File: src/rtl/bscan_seg_pkg.sv
package bscan_seg_pkg;

  typedef struct packed {
    logic capture;
    logic shift;
    logic update;
  } dr_ctl_t;

  // capture wins over shift; otherwise hold
  function automatic logic next_shift(dr_ctl_t c, logic cap_v, logic ser_v, logic cur);
    if (c.capture)    return cap_v;
    else if (c.shift) return ser_v;
    else              return cur;
  endfunction

endpackage

File: src/rtl/bscan_dir_cell.sv
module bscan_dir_cell
  import bscan_seg_pkg::*;
(
  input  logic    clk_i,
  input  logic    rst_ni,
  input  dr_ctl_t ctl_i,
  input  logic    tlr_i,
  input  logic    dev_oe_i,
  input  logic    ser_i,
  output logic    sh_o,
  output logic    upd_o
);

  logic sh_q, upd_q;

  always_ff @(posedge clk_i or negedge rst_ni) begin
    if (!rst_ni) sh_q <= 1'b0;
    else         sh_q <= next_shift(ctl_i, dev_oe_i, ser_i, sh_q);
  end

  // tlr clear beats update: no pin drives on first EXTEST entry
  always_ff @(posedge clk_i or negedge rst_ni) begin
    if (!rst_ni)           upd_q <= 1'b0;
    else if (tlr_i)        upd_q <= 1'b0;
    else if (ctl_i.update) upd_q <= sh_q;
  end

  assign sh_o  = sh_q;
  assign upd_o = upd_q;

  p_tlr_clear_r7: assert property (@(posedge clk_i) disable iff (!rst_ni)
    tlr_i |=> !upd_o);

  p_dir_hold_r6: assert property (@(posedge clk_i) disable iff (!rst_ni)
    (!tlr_i && !ctl_i.update) |=> $stable(upd_o));

  p_dir_cap_r4: assert property (@(posedge clk_i) disable iff (!rst_ni)
    ctl_i.capture |=> sh_o == $past(dev_oe_i));

endmodule

File: src/rtl/bscan_bidir_cell.sv
module bscan_bidir_cell
  import bscan_seg_pkg::*;
(
  input  logic    clk_i,
  input  logic    rst_ni,
  input  dr_ctl_t ctl_i,
  input  logic    mode_i,
  input  logic    holi_i,
  input  logic    dev_do_i,
  input  logic    pin_in_i,
  input  logic    ser_i,
  output logic    sh_o,
  output logic    pin_out_o,
  output logic    dev_di_o
);

  logic sh_q, upd_q, cap_v;

  // direction reconfigures the cell as output or input cell
  assign cap_v = holi_i ? dev_do_i : pin_in_i;

  always_ff @(posedge clk_i or negedge rst_ni) begin
    if (!rst_ni) sh_q <= 1'b0;
    else         sh_q <= next_shift(ctl_i, cap_v, ser_i, sh_q);
  end

  always_ff @(posedge clk_i or negedge rst_ni) begin
    if (!rst_ni)           upd_q <= 1'b0;
    else if (ctl_i.update) upd_q <= sh_q;
  end

  assign sh_o      = sh_q;
  assign pin_out_o = mode_i ? upd_q : dev_do_i;
  assign dev_di_o  = mode_i ? upd_q : pin_in_i;

  p_upd_hold_r6: assert property (@(posedge clk_i) disable iff (!rst_ni)
    !ctl_i.update |=> $stable(upd_q));

  p_upd_load_r6: assert property (@(posedge clk_i) disable iff (!rst_ni)
    ctl_i.update |=> upd_q == $past(sh_o));

  p_cap_src_r4: assert property (@(posedge clk_i) disable iff (!rst_ni)
    ctl_i.capture |=> sh_o == ($past(holi_i) ? $past(dev_do_i) : $past(pin_in_i)));

endmodule

File: src/rtl/bscan_bidir_seg.sv
module bscan_bidir_seg
  import bscan_seg_pkg::*;
#(
  parameter int N_CELLS = 4
) (
  input  logic               clk_i,
  input  logic               rst_ni,
  input  logic               capture_i,
  input  logic               shift_i,
  input  logic               update_i,
  input  logic               tlr_i,
  input  logic               mode_i,
  input  logic               intest_i,
  input  logic               scan_i,
  input  logic [N_CELLS-1:0] dev_do_i,
  input  logic               dev_oe_i,
  input  logic [N_CELLS-1:0] pin_in_i,
  output logic [N_CELLS-1:0] pin_out_o,
  output logic               pin_oe_o,
  output logic [N_CELLS-1:0] dev_di_o,
  output logic               scan_o
);

  localparam int CHAIN_LEN = N_CELLS + 1;

  dr_ctl_t ctl;
  logic [CHAIN_LEN-1:0] chain;
  logic dir_upd, holi;

  assign ctl = '{capture: capture_i, shift: shift_i, update: update_i};

  bscan_dir_cell u_dir (
    .clk_i    (clk_i),
    .rst_ni   (rst_ni),
    .ctl_i    (ctl),
    .tlr_i    (tlr_i),
    .dev_oe_i (dev_oe_i),
    .ser_i    (scan_i),
    .sh_o     (chain[0]),
    .upd_o    (dir_upd)
  );

  assign holi = mode_i ? dir_upd : dev_oe_i;

  for (genvar k = 0; k < N_CELLS; k++) begin : g_cell
    bscan_bidir_cell u_cell (
      .clk_i     (clk_i),
      .rst_ni    (rst_ni),
      .ctl_i     (ctl),
      .mode_i    (mode_i),
      .holi_i    (holi),
      .dev_do_i  (dev_do_i[k]),
      .pin_in_i  (pin_in_i[k]),
      .ser_i     (chain[k]),
      .sh_o      (chain[k+1]),
      .pin_out_o (pin_out_o[k]),
      .dev_di_o  (dev_di_o[k])
    );

    p_chain_r5: assert property (@(posedge clk_i) disable iff (!rst_ni)
      (shift_i && !capture_i) |=> chain[k+1] == $past(chain[k]));
  end

  // buffer floated during internal test
  assign pin_oe_o = holi & ~intest_i;
  assign scan_o   = chain[CHAIN_LEN-1];

  p_scan_in_r5: assert property (@(posedge clk_i) disable iff (!rst_ni)
    (shift_i && !capture_i) |=> chain[0] == $past(scan_i));

  p_intest_hiz_r8: assert property (@(posedge clk_i) disable iff (!rst_ni)
    intest_i |-> !pin_oe_o);

  initial begin
    p_min_cells: assert (N_CELLS >= 1);
  end

endmodule

File: config.mk
export PLATFORM = sky130hd
export DESIGN_NAME = bscan_bidir_seg
export DESIGN_NICKNAME = d
export VERILOG_FILES = /design/src/rtl/bscan_seg_pkg.sv /design/src/rtl/bscan_dir_cell.sv /design/src/rtl/bscan_bidir_cell.sv /design/src/rtl/bscan_bidir_seg.sv
export SDC_FILE = /design/constraint.sdc
export NUM_CORES = 1
export LEC_CHECK = 0
export BUFFER_PORTS_ARGS = -buffer_cell sky130_fd_sc_hd__buf_2
export CAP_MARGIN = 30
export CELL_PAD_IN_SITES_DETAIL_PLACEMENT = 0
export CELL_PAD_IN_SITES_GLOBAL_PLACEMENT = 1
export CORE_UTILIZATION = 37
export CTS_BUF_LIST = sky130_fd_sc_hd__clkbuf_8
export CTS_CLUSTER_DIAMETER = 150
export DETAILED_ROUTE_END_ITERATION = 10
export PLACE_DENSITY = 0.95
export SLEW_MARGIN = 20
export SYNTH_ARGS = -nofsm -noshare
export SYNTH_HDL_FRONTEND = slang
export SYNTH_SLANG_ARGS = --single-unit
File: constraint.sdc
create_clock -name clk_i -period 2.5 [get_ports clk_i]
set_clock_uncertainty 0.15 [all_clocks]
set_input_delay 0 -clock clk_i [delete_from_list [all_inputs] [get_ports clk_i]]
set_output_delay 0 -clock clk_i [all_outputs]
set_load 0.03 [all_outputs]
==> metrics.txt <==
status=finished, final reports clean; RSZ-0062 raised after global routing=no; Synth top area share=0.3992; # IOs=28; largest net degree at the start of global routing=14; Root Buffer=clkbuf_8; Worst slew margin=0.8075; vias in the first global route=539; clock sink total=10; multi-input combinational cell area=274.0 µm²; sequential cell area=250.2 µm²; Pwr Density=579.0 mW/mm²; Vias=564; CTS H-tree lvls=1; TNS Setup=0 ns; Mean Syn Cell Area=9.218 µm²; Syn Inst Count=68; Crit Path Max Fanout=10; final worst path period need=1.998 ns; CP Capture Type=flop; final WL=1.421 mm; grt ovf=0; Post-synth ARST share=1.000; highest routed layer=met3; Power, Total=521.6 µW; core footprint=0.001541 mm²; HP Class=in2async; Area growth, synth to finish=43.71%; wire length on met2=726 µm; Setup CP Type=in2reg; TritonCTS clock tree=built; die area=0.001863 mm²; wl on met1=629 µm; global-route wire length before repair=2.263 mm; Antenna Violating Nets Remaining=0; #FFs+latches synth=10; Initial Util=0.4067; WL met3=64 µm; Vias per Instance=4.780; DRC=0; Post-DP Area=709.4 µm²; Clock Latency Late Sink=0.23 ns; design area=900.9 µm²; post-synthesis sequential area ratio=0.3992; post-synth cell types=14; diode count=0; fillers=135; EDFF count, synth=0; initial DRC count=7; Final Cycle Share=0.7990; Syn Nets=86; Die Span Y=43.16 µm; Min Hold Slack=0.01250 ns; Fin. Hold Viols=0; initial antenna violation count=0; CP required=2.46 ns; per-cell routed wire length=12.04 µm; worst setup margin=0.5024 ns; Rows=14; placer congestion estimate=0.7306; Final Max Tran Viols=0; port buffer count=27; Critical Path AT=1.96 ns; Critical Path Source Type=input port; Peak VDD IR=0.3367 mV; Num CTS Buffers=3; Horiz. Die Dim=43.16 µm; cell with the most instances after synthesis=dfrtp_1; Final Setup Violations=0; Yosys warnings=0; share of layout cells above drive strength 1=0.3431; fin nets=122; Yosys top cell by area=dfrtp_1; Fmax=500.6 MHz; # Post-CTS Setup Buffers=0; max_cap viols=0; Worst-path clk slew=0.05 ns; worst slew pin tran=0.2827 ns; top_reg_cell synth=dfrtp_1; Bufs on Longest Clock Path=2; Area contributors post-synth=dfrtp_1, mux2i_1, buf_4, o21ai_0, mux2_2; static leakage=0.0004613 µW; synth cell count leaders=dfrtp_1, o21ai_0, buf_4, inv_1, mux2i_1; first-pass iteration count of the detailed router=4; total track usage=0.1683; synthesized cell area=626.9 µm²; dpl ws=1.248 ns
-- sequential cells by signal, summed over array words and instances (netlist names) --
register / count
g_cell.u_cell.upd_q: 4
u_dir.upd_o: 1
g_cell.u_cell.sh_o: 4
u_dir.sh_o: 1
-- path summary, 6_finish.rpt --
| kind | start | endpoint | slack (ns) | cells past startpoint |
|---|---|---|---|---|
| setup / recovery | capture_i | u_dir.sh_o$_DFFE_PN0P_ | 0.50 | 6 |
| min in group clk_i | shift_i | g_cell[3].u_cell.sh_o$_DFFE_PN0P_ | 0.04 | 3 |
| hold reg to reg | g_cell[3].u_cell.upd_q$_DFFE_PN0P_ | g_cell[3].u_cell.upd_q$_DFFE_PN0P_ | 0.36 | 1 |
| hold / removal | rst_ni | g_cell[0].u_cell.upd_q$_DFFE_PN0P_ | 0.01 | 2 |
| setup reg to reg | u_dir.upd_o$_DFFE_PN0P_ | g_cell[2].u_cell.sh_o$_DFFE_PN0P_ | 0.70 | 4 |
| max in group asynchronous | rst_ni | g_cell[3].u_cell.upd_q$_DFFE_PN0P_ | 1.99 | 2 |
-- layout make-up --
cell class	instances	area share
Clock buffer	3	0.04583
Timing Repair Buffer	42	0.3167
Multi-Input combinational cell	39	0.3042
Sequential cell	10	0.2778
Tap cell	16	0.02222
Inverter	8	0.03333
-- cell usage in the layout, fill, tap and decap left out, drive strengths merged --
| cell | count |
|---|---|
| a21oi | 4 |
| inv | 8 |
| mux2i | 7 |
| a211oi | 4 |
| buf | 27 |
| dlygate4sd3 | 15 |
| clkbuf | 3 |
| nand2 | 5 |
| nor2b | 4 |
| dfrtp | 10 |
| o21ai | 9 |
| nor2 | 2 |
| mux2 | 4 |
-- stage by stage --
step | cells | utilization
floorplan | 68 | -
global placement | 100 | 0.4602
detailed placement | 100 | 0.4602
CTS | 118 | 0.5844
global route | 118 | 0.5844
finish | 118 | 0.5844
-- power by group --
group          internal, µW  switching [µW]  total [µW]
registers               184            14.3         198
logic                  73.1            86.4         160
clock network           105            59.0         164
-- routing by layer --
metal / up-vias / global-route usage
met2: 20 / 0.3015
met5: - / 0
met3: 0 / 0.03830
met1: 254 / 0.1946
li1: 290 / -
met4: 0 / 0.05455
-- critical path, cell delays in order --
cell           delay [ns]
dlygate4sd3_1        0.53
buf_2                0.18
nand2_1              0.06
dlygate4sd3_1        0.54
o21ai_0              0.08
dlygate4sd3_1        0.56
-- cell families (layout without fill, tap and decap cells) --
kind of cell / count (synthesis) / after routing / share of synthesized area
and+or+nand+nor: 11 / 11 / 0.08184
buffers and inverters: 19 / 53 / 0.1637
muxes: 11 / 11 / 0.2036
AOI/OAI and AO/OA: 17 / 17 / 0.1517
DFF: 10 / 10 / 0.3992
-- repair_timing --
action | in CTS | in global routing
endpoints found under the hold margin | 20 | 0
gates resized for setup | 0 | 0
hold buffers | 15 | 0
No activity file was read; power rests on OpenSTA's default activity.
